$ cat src/rtl/qpsram_pkg.sv
package qpsram_pkg;

  typedef enum logic [2:0] {
    ST_INIT_GAP,
    ST_INIT_SHIFT,
    ST_IDLE,
    ST_CMD,
    ST_DUMMY,
    ST_DATA,
    ST_OPEN
  } qp_state_e;

  localparam logic [7:0] OP_QREAD  = 8'hEB;
  localparam logic [7:0] OP_QWRITE = 8'h38;

  // start-up commands, issued in index order
  function automatic logic [7:0] init_op(input logic [1:0] idx);
    case (idx)
      2'd0:    return 8'hF5;
      2'd1:    return 8'h66;
      2'd2:    return 8'h99;
      default: return 8'h35;
    endcase
  endfunction

endpackage

$ cat src/rtl/qpsram_cs_timer.sv
module qpsram_cs_timer #(
  parameter int CNT_W = 10
) (
  input  logic             clk,
  input  logic             rst,
  input  logic             cs_n,
  output logic [CNT_W-1:0] lo_cnt,
  output logic [CNT_W-1:0] hi_cnt
);
  localparam logic [CNT_W-1:0] CNT_MAX = '1;

  // counts cycles already spent in the present chip-select level
  always_ff @(posedge clk) begin
    if (rst) begin
      lo_cnt <= '0;
      hi_cnt <= '0;
    end else if (cs_n) begin
      lo_cnt <= '0;
      if (hi_cnt != CNT_MAX) hi_cnt <= hi_cnt + 1'b1;
    end else begin
      hi_cnt <= '0;
      if (lo_cnt != CNT_MAX) lo_cnt <= lo_cnt + 1'b1;
    end
  end
endmodule

$ cat src/rtl/qpsram_lane_out.sv
module qpsram_lane_out (
  input  logic       clk,
  input  logic       rst,
  input  logic [3:0] top_nib,
  input  logic       quad,
  input  logic [3:0] oe_nxt,
  output logic [3:0] dout,
  output logic [3:0] oe
);
  always_ff @(posedge clk) begin
    if (rst) begin
      dout <= 4'h0;
      oe   <= 4'h0;
    end else begin
      dout <= quad ? top_nib : {3'b000, top_nib[3]};
      oe   <= oe_nxt;
    end
  end
endmodule

$ cat src/rtl/qpsram_ctrl.sv
module qpsram_ctrl
  import qpsram_pkg::*;
#(
  parameter int ADDR_W      = 24,
  parameter int CSBOUND     = 10,
  parameter int REFRESH     = 872,
  parameter int CS_HIGH_MIN = 4,
  parameter int DUMMY       = 6
) (
  input  logic              clk,
  input  logic              rst,
  input  logic              bus_req,
  input  logic              bus_we,
  input  logic [ADDR_W-1:0] bus_addr,
  input  logic [7:0]        bus_wdata,
  output logic              bus_ready,
  output logic [7:0]        bus_rdata,
  output logic              bus_rvalid,
  output logic              init_done,
  output logic              qspi_sclk,
  output logic              qspi_cs_n,
  output logic [3:0]        qspi_dout,
  output logic [3:0]        qspi_oe,
  input  logic [3:0]        qspi_din
);
  localparam int SH_W      = 8 + ADDR_W;
  localparam int CMD_SLOTS = SH_W / 4;
  localparam int BYTE_CLKS = 4;
  localparam int SLOT_MAX  = (DUMMY > CMD_SLOTS) ? DUMMY : CMD_SLOTS;
  localparam int SLOT_W    = $clog2(SLOT_MAX + 1);
  localparam int CNT_W     = $clog2(REFRESH + CS_HIGH_MIN + 2);

  qp_state_e         state, state_d;
  logic [SH_W-1:0]   sh, sh_d;
  logic [SLOT_W-1:0] slots, slots_d;
  logic              ph, ph_d, sclk_d, cs_d, quad, quad_d;
  logic [3:0]        oe_d, oe_q, rd_sh, rd_d;
  logic [1:0]        idx, idx_d;
  logic              done_d, ready_d, rvalid_d, cur_we, we_d;
  logic [7:0]        rdata_d;
  logic [ADDR_W-1:0] nxt_addr, addr_d;
  logic [CNT_W-1:0]  lo_cnt, hi_cnt;
  logic              slot_end, gap_ok, room, cont;

  qpsram_cs_timer #(.CNT_W(CNT_W)) u_timer (
    .clk(clk), .rst(rst), .cs_n(qspi_cs_n), .lo_cnt(lo_cnt), .hi_cnt(hi_cnt)
  );

  qpsram_lane_out u_lanes (
    .clk(clk), .rst(rst), .top_nib(sh_d[SH_W-1 -: 4]), .quad(quad_d),
    .oe_nxt(oe_d), .dout(qspi_dout), .oe(qspi_oe)
  );

  assign slot_end = ph && (slots == SLOT_W'(1));
  assign gap_ok   = (32'(hi_cnt) + 32'd1) >= 32'(CS_HIGH_MIN);
  // another byte plus one closing cycle must still fit in the low window
  assign room     = (32'(lo_cnt) + 32'(BYTE_CLKS + 2)) <= 32'(REFRESH);
  assign cont     = bus_req && !bus_ready && (bus_we == cur_we) &&
                    (bus_addr == nxt_addr) && (nxt_addr[CSBOUND-1:0] != '0);

  always_comb begin
    state_d  = state;
    sh_d     = sh;
    slots_d  = slots;
    ph_d     = ph;
    sclk_d   = 1'b0;
    cs_d     = qspi_cs_n;
    quad_d   = quad;
    oe_d     = oe_q;
    idx_d    = idx;
    done_d   = init_done;
    ready_d  = 1'b0;
    rvalid_d = 1'b0;
    rdata_d  = bus_rdata;
    rd_d     = rd_sh;
    addr_d   = nxt_addr;
    we_d     = cur_we;

    if (state == ST_INIT_SHIFT || state == ST_CMD ||
        state == ST_DUMMY || state == ST_DATA) begin
      if (!ph) begin
        sclk_d = 1'b1;
        ph_d   = 1'b1;
      end else begin
        ph_d    = 1'b0;
        sh_d    = quad ? (sh << 4) : (sh << 1);
        slots_d = slots - 1'b1;
        if (state == ST_DATA && !cur_we) rd_d = qspi_din;
      end
    end

    case (state)
      ST_INIT_GAP: if (gap_ok) begin
        cs_d    = 1'b0;
        quad_d  = 1'b0;
        oe_d    = 4'b0001;
        sh_d    = {init_op(idx), {ADDR_W{1'b0}}};
        slots_d = SLOT_W'(8);
        state_d = ST_INIT_SHIFT;
      end
      ST_INIT_SHIFT: if (slot_end) begin
        cs_d  = 1'b1;
        oe_d  = 4'b0000;
        idx_d = idx + 1'b1;
        if (idx == 2'd3) begin
          done_d  = 1'b1;
          state_d = ST_IDLE;
        end else begin
          state_d = ST_INIT_GAP;
        end
      end
      ST_IDLE: if (bus_req && gap_ok) begin
        cs_d    = 1'b0;
        quad_d  = 1'b1;
        oe_d    = 4'b1111;
        sh_d    = {bus_we ? OP_QWRITE : OP_QREAD, bus_addr};
        slots_d = SLOT_W'(CMD_SLOTS);
        we_d    = bus_we;
        addr_d  = bus_addr;
        state_d = ST_CMD;
      end
      ST_CMD: if (slot_end) begin
        if (cur_we) begin
          sh_d    = {bus_wdata, {ADDR_W{1'b0}}};
          slots_d = SLOT_W'(2);
          state_d = ST_DATA;
        end else begin
          sh_d    = '0;
          oe_d    = 4'b0000;
          slots_d = SLOT_W'(DUMMY);
          state_d = ST_DUMMY;
        end
      end
      ST_DUMMY: if (slot_end) begin
        slots_d = SLOT_W'(2);
        state_d = ST_DATA;
      end
      ST_DATA: if (slot_end) begin
        ready_d  = 1'b1;
        rvalid_d = !cur_we;
        rdata_d  = {rd_sh, qspi_din};
        addr_d   = nxt_addr + 1'b1;
        state_d  = ST_OPEN;
      end
      ST_OPEN: begin
        if (!room || (bus_req && !bus_ready && !cont)) begin
          cs_d    = 1'b1;
          oe_d    = 4'b0000;
          state_d = ST_IDLE;
        end else if (cont) begin
          sh_d    = cur_we ? {bus_wdata, {ADDR_W{1'b0}}} : '0;
          oe_d    = cur_we ? 4'b1111 : 4'b0000;
          slots_d = SLOT_W'(2);
          state_d = ST_DATA;
        end
      end
      default: state_d = ST_IDLE;
    endcase
  end

  always_ff @(posedge clk) begin
    if (rst) begin
      state      <= ST_INIT_GAP;
      sh         <= '0;
      slots      <= '0;
      ph         <= 1'b0;
      qspi_sclk  <= 1'b0;
      qspi_cs_n  <= 1'b1;
      quad       <= 1'b0;
      oe_q       <= 4'b0000;
      idx        <= 2'd0;
      init_done  <= 1'b0;
      bus_ready  <= 1'b0;
      bus_rvalid <= 1'b0;
      bus_rdata  <= 8'h00;
      rd_sh      <= 4'h0;
      nxt_addr   <= '0;
      cur_we     <= 1'b0;
    end else begin
      state      <= state_d;
      sh         <= sh_d;
      slots      <= slots_d;
      ph         <= ph_d;
      qspi_sclk  <= sclk_d;
      qspi_cs_n  <= cs_d;
      quad       <= quad_d;
      oe_q       <= oe_d;
      idx        <= idx_d;
      init_done  <= done_d;
      bus_ready  <= ready_d;
      bus_rvalid <= rvalid_d;
      bus_rdata  <= rdata_d;
      rd_sh      <= rd_d;
      nxt_addr   <= addr_d;
      cur_we     <= we_d;
    end
  end
endmodule

$ cat config.mk
export PLATFORM = sky130hd
export DESIGN_NAME = qpsram_ctrl
export DESIGN_NICKNAME = d
export VERILOG_FILES = /design/src/rtl/qpsram_pkg.sv /design/src/rtl/qpsram_cs_timer.sv /design/src/rtl/qpsram_lane_out.sv /design/src/rtl/qpsram_ctrl.sv
export SDC_FILE = /design/constraint.sdc
export NUM_CORES = 1
export LEC_CHECK = 0
export ABC_AREA = 1
export CORE_MARGIN = 10
export CORE_UTILIZATION = 55
export DETAILED_ROUTE_END_ITERATION = 10
export GPL_TIMING_DRIVEN = 0
export MAX_ROUTING_LAYER = met4
export PLACE_DENSITY_LB_ADDON = 0.3
export SLEW_MARGIN = 40
export SYNTH_ARGS = -nofsm -noshare
export SYNTH_HDL_FRONTEND = slang
export SYNTH_HIERARCHICAL = 1
export SYNTH_SLANG_ARGS = --single-unit
$ cat constraint.sdc
create_clock -name clk -period 2.75 [get_ports clk]
set_input_delay 0.4125 -clock clk [delete_from_list [all_inputs] [get_ports clk]]
set_output_delay 0.4125 -clock clk [all_outputs]
set_load 0.02 [all_outputs]
* Word-level counts from Yosys, hierarchy flattened
Index checks and enable logic that the tools add are counted.
Storage, ports and cells: bits in registers 113, output and inout port bits 21, word-level logic and storage cells 150
Operators by class: add/sub/neg operators 7, order comparisons 2, equality and inequality tests 23, mux-type cells 56, bitwise logic cells 5, reductions and logical operators 37
Operator list (count):
- $mux 32 | 9
- $pmux 32 s4 | 1
- $mux 4 | 16
- $mux 24 | 2
- $pmux 24 s2 | 1
- $pmux 4 s5 | 2
- $mux 3 | 9
- $add 24x1->24 const B | 1
- $eq 24x24->1 | 1
- $pmux 8 s3 | 1
- $pmux 3 s7 | 1
- $add 10x1->10 const B | 2
- $ne 10x10->1 const B | 2
- $ne 2x2->1 const B | 8
- $reduce_and 7->1 | 2
- $add 10x1->11 const B | 1
- $add 10x3->11 const B | 1
- $ge 11x3->1 const B | 1
- $le 11x10->1 const B | 1
- $mux 1 | 10
- $reduce_bool 10->1 | 1
- $reduce_or 2->1 | 5
- $eq 3x3->1 const B | 3
- $reduce_and 3->1 | 3
- other kinds (25) | 46

* Depth between registers and ports, before layout
depth after elaboration 11, depth in mapped cells 21

* By module
Netlist, hierarchy kept.
By module, submodules not included:
- qpsram_ctrl | times used 1, cells each 1113, area an instance 6845.3 µm², sequential area each 1781.7 µm²
- qpsram_cs_timer | times used 1, cells each 151, area an instance 1089.8 µm², sequential area each 400.4 µm²
- qpsram_lane_out | times used 1, cells each 29, area an instance 241.5 µm², sequential area each 160.2 µm²

* Least setup slack after synthesis
Ideal clock, no wire load.
path kind reg2reg, from register u_timer.lo_cnt[1], to register u_lanes.dout[0], arrival 1.934 ns, path slack 0.703 ns, stages on the path, launching flop included 21, buffers on the path 0, period minus slack after synthesis 2.047 ns, path through dfxtp_1 inv_1 ha_1 nor2_1 nand2_1 nor2_2 nand3_1 nand2_1 inv_1 nor2_1 nand2_2 nand3_4 nor2_4 nand3_1 nand2_1 nor2_1 nand2_1 inv_1 nand2_1 nand2_1 nor2_1
On the way: word-level cells in the longest chain between the ends 7
RTL lines:
- from (decl) | line qpsram_cs_timer.sv:7 | output logic [CNT_W-1:0] lo_cnt,
- from (signal assigned) | line qpsram_cs_timer.sv:22 | if (lo_cnt != CNT_MAX) lo_cnt <= lo_cnt + 1'b1;
- $add 10x3->11 | line qpsram_ctrl.sv:57 | assign room = (32'(lo_cnt) + 32'(BYTE_CLKS + 2)) <= 32'(REFRESH);
- $le 11x10->1 | line qpsram_ctrl.sv:57
- $logic_not 1->1 | line qpsram_ctrl.sv:146 | if (!room || (bus_req && !bus_ready && !cont)) begin
- $logic_or 1x1->1 | line qpsram_ctrl.sv:146
- $mux 32 | line qpsram_ctrl.sv:146
- $pmux 32 s4 | line qpsram_ctrl.sv:92 | case (state)
- net sh_d[28] | line qpsram_ctrl.sv:34 | logic [SH_W-1:0] sh, sh_d;
- $mux 1 | line qpsram_lane_out.sv:15 | dout <= quad ? top_nib : {3'b000, top_nib[3]};
- to (signal assigned) | line qpsram_lane_out.sv:15
- to (decl) | line qpsram_lane_out.sv:7 | output logic [3:0] dout,
The timed path passes the listed nets, and every way through them passes these cells. A chain may end at the register's enable or synchronous reset.

* Worst setup path in the final report
from input bus_addr[14], to register u_lanes.dout[0]
On the way: word-level cells in the longest chain between the ends 9, elaborated cells on any way between the ends 10, classes of those cells 1 x eq/ne; 4 x mux; 5 x reduce/logical
RTL lines:
- from (decl) | line qpsram_ctrl.sv:14 | input logic [ADDR_W-1:0] bus_addr,
- $eq 24x24->1 (*) | line qpsram_ctrl.sv:59 | (bus_addr == nxt_addr) && (nxt_addr[CSBOUND-1:0] != '0);
- $logic_and 1x1->1 (*) | line qpsram_ctrl.sv:58 | assign cont = bus_req && !bus_ready && (bus_we == cur_we) &&
- $logic_and 1x1->1 (*) | line qpsram_ctrl.sv:59
- $logic_not 1->1 | line qpsram_ctrl.sv:146
- $logic_and 1x1->1 | line qpsram_ctrl.sv:146
- $logic_or 1x1->1 | line qpsram_ctrl.sv:146
- $mux 32 (*) | line qpsram_ctrl.sv:146
- $pmux 32 s4 (*) | line qpsram_ctrl.sv:92
- net sh_d[31] | line qpsram_ctrl.sv:34
- $mux 1 (*) | line qpsram_lane_out.sv:15
The timed path passes the listed nets; every way through them passes the cells marked *.

==> out/results.txt <==
post-synthesis sequential area ratio - 28.6%
clock period minus worst slack - 2.48 ns
number of global-route vias before repair - 8127
Final Worst Setup Slack - 0.270 ns
combinational share of power - 31.4%
I/O pin total - 61
Vias/cell - 5.55
largest net degree at the start of global routing - 17
number of CTS-inserted buffers - 17
gr usage total - 24.9%
Row Count - 44
final cell count without fillers - 1569
initial core utilization - 56.3%
Critical Path Stages - 17
Die W - 142 microns
ratio of cells with drive above 1 in the final layout - 12.9%
critical path cell sequence - clkdlybuf4s50_1 -> inv_1 -> nand2_1 -> nand2_1 -> nor2_1 -> nand3_1 -> nor2_2 -> nand2_4 -> nand2_4 -> nand3_4 -> nor2_4 -> nand3_1 -> nand2_1 -> nand2_1 -> nand2_1 -> nor2_1 -> nor2_1
DIE AREA - 20100 sq um
Post-synth EDFFs - 0
WL/cell - 15.6 microns
DR pass1 iterations - 8
GP Congestion - 1.03
ant diodes - 0
antenna-violating nets left - 0
sw frac - 35.9%
DP Worst Slack - -0.122 ns
status - finished clean
CP dominant cell by count - nand2_1
max-slew violation count - 0
critical path launch point - bus_addr[14]
dpl hpwl - 18500 microns
Power per Cell Area - 633 nW/um^2
Setup violations, final - 0
r2r setup slk - 0.32 ns
first-pass GRT wire length - 39800 microns
Final Power - 6070 uW
sw power - 2180 uW
Slew headroom - 48.2%
most instantiated library cell after synthesis - nand2_1
Skew-Pair Late Insertion Delay - 0.43 ns
synthesis-to-finish area growth - 17.2%
Final Net Count - 1426
Main synth FF type - dfxtp_1
class of the most critical setup path - primary input to register
crit-path max FO - 9
TritonCTS clock tree - built
critical path capture point - u_lanes/dout[0]$_SDFF_PP0_
Worst EP arrival - 2.85 ns
Post-CTS Hold Fix Bufs - 0
syn avg cell area - 6.32 sq um
CP max stage cell - clkdlybuf4s50_1
Area contributors post-synth - dfxtp_1, nand2_1, inv_1, nor2_1, o21ai_0
sum of buffers and inverters on the critical path - 2
dpl cells - 1537
Internal Power - 3890 uW
Die Y - 142 microns
Post-Syn Instances - 1293
CP top delay family - simple AND/OR/NAND/NOR gates
initial antenna violation count - 0
reg2reg path depth - 17
leading area contributor after synthesis - dfxtp_1
DR iter-0 viols - 921
cts repair resizes - 0
hold path start - rd_sh[1]$_SDFFE_PP0P_
Placeable Area - 14500 sq um
max-capacitance violation count - 0
yosys warns - 6
post-synth cell types - 47
Synth top cells by count - nand2_1, inv_1, nor2_1
CP endpoint kind - register
max incr delay on CP - 0.60 ns
clock root cell - clkbuf_16
clock power share - 36.5%
register share of total power - 32.1%
buffers added on ports - 60
flip-flop and latch count after synthesis - 117
Final Cell Area - 9590 sq um
clock skew - 0.0116 ns
Min-Delay Path Class - register to register
VDD IR-drop max - 0.000509 V
f_max - 403 MHz
Syn Nets - 1347
Final Hold Viols - 0
Critical Path Start Type - primary input
GR Overflow Total - 0
Placement Cell Area - 9010 sq um
worst reg2reg path endpoint - u_lanes/dout[0]$_SDFF_PP0_
Routed Wire Length - 24500 microns
final worst-path cycle share - 90.2%
WP data required - 3.12 ns
DRC viols - 0
post-CTS setup buffers - 0
Pleak - 0.00424 uW
Synth Cell Area - 8180 sq um
routed via count - 8712
H-Tree Depth - 4
Max Buffers Root-to-Sink - 2
share of the synthesized area in the top cell type - 28.6%
worst-margin pin slew - 0.777 ns
CTS Sinks - 117
RSZ-0062 raised after global routing - false
Async S/R FF share, synth - 0%
RR Startpoint - nxt_addr[0]$_SDFFE_PP0P_
clock-pin transition on the worst setup and hold timing paths - 0.06 ns
Finished Core Util - 66.0%
==> kinds of logic after synthesis <==
family                   Yosys count  share of synthesized area, %
adder cells (fa/ha/maj)           14                          2.14
AND/OR/NAND/NOR                  659                          36.8
flip-flops                       117                          28.6
XOR/XNOR                          25                          2.68
AO/OA/AOI/OAI                    241                          17.9
buffers and inverters            237                          11.9
==> stage by stage <==
| stage | hold slack (ns) | TNS, ns |
|---|---|---|
| after floorplan | 0.438 | 0 |
| after global placement | 0.454 | -2.15 |
| after detailed placement | 0.469 | -2.27 |
| after CTS | 0.481 | 0 |
| after global routing | 0.512 | 0 |
| final | 0.481 | 0 |
==> layout make-up <==
cell class / instances / area (sq um)
tap: 184 / 230
clock buffer: 23 / 478
timing repair buffer: 60 / 601
clock inverter: 9 / 101
buffer: 44 / 248
fill: 1394 / 4950
multi-input combinational: 939 / 4860
sequential: 117 / 2340
inverter: 193 / 727
==> layer usage <==
layer / wire length, microns / part of all wire (%) / GRT usage (%)
met2: 11300 / 46 / 38.6
met3: 2080 / 8.5 / 5.77
met1: 10600 / 43 / 31.0
met5: 0 / 0 / -
met4: 540 / 2.2 / 8.93
==> sequential cells by signal, indices dropped and copies added, names as in the netlist, 2 cells and up <==
signal	count
state	3
rd_sh	4
slots	4
u_lanes/oe	4
u_timer/lo_cnt	10
idx	2
bus_rdata	8
sh	32
u_lanes/dout	4
oe_q	4
u_timer/hi_cnt	10
nxt_addr	24
==> worst register-to-register path, stage by stage, from the launching register on <==
cell	delay [ns]
dfxtp_1	0.40
inv_1	0.11
ha_1	0.23
nand2_1	0.07
nor2_1	0.04
nand2_1	0.12
nand3_1	0.10
nor2_2	0.15
nand2_4	0.14
nand2_4	0.11
nand3_4	0.09
nor2_4	0.27
nand3_1	0.11
nand2_1	0.09
nand2_1	0.08
nand2_1	0.12
nor2_1	0.06
nor2_1	0.09
==> power groups by stage <==
stage / sequential, uW / clock, uW / combinational (uW)
2_1_floorplan: 1990 / 0 / 1340
3_3_place_gp: 1980 / 0 / 1820
3_5_place_dp: 1980 / 0 / 1850
4_1_cts: 1950 / 2220 / 1870
5_1_grt: 1970 / 2300 / 2110
6_report: 1950 / 2210 / 1900
==> how the worst min path moves through the flow <==
stage                     slack (ns)  depth (start not counted)                   endpoint
after CTS                       0.48                          2     init_done$_SDFFE_PP0P_
final                           0.48                          2  bus_rdata[5]$_SDFFE_PP0P_
after floorplan                 0.44                          1       qspi_sclk$_SDFF_PP0_
after global routing            0.51                          2  bus_rdata[6]$_SDFFE_PP0P_
after global placement          0.45                          2     init_done$_SDFFE_PP0P_
after detailed placement        0.47                          2     init_done$_SDFFE_PP0P_
==> layout by cell type (no fill, tap or decap), drive strengths merged, types with 14 or more instances in the layout <==
cell	synthesis	routed
nand2	381	381
inv	187	187
nor2	164	164
dfxtp	117	117
o21ai	106	106
a21oi	70	70
clkdlybuf4s50	0	60
nand3	60	60
clkbuf	23	46
o211ai	33	33
nand4	23	23
buf	21	21
xor2	18	18
ha	14	14
No activity file was read; power rests on OpenSTA's default activity.
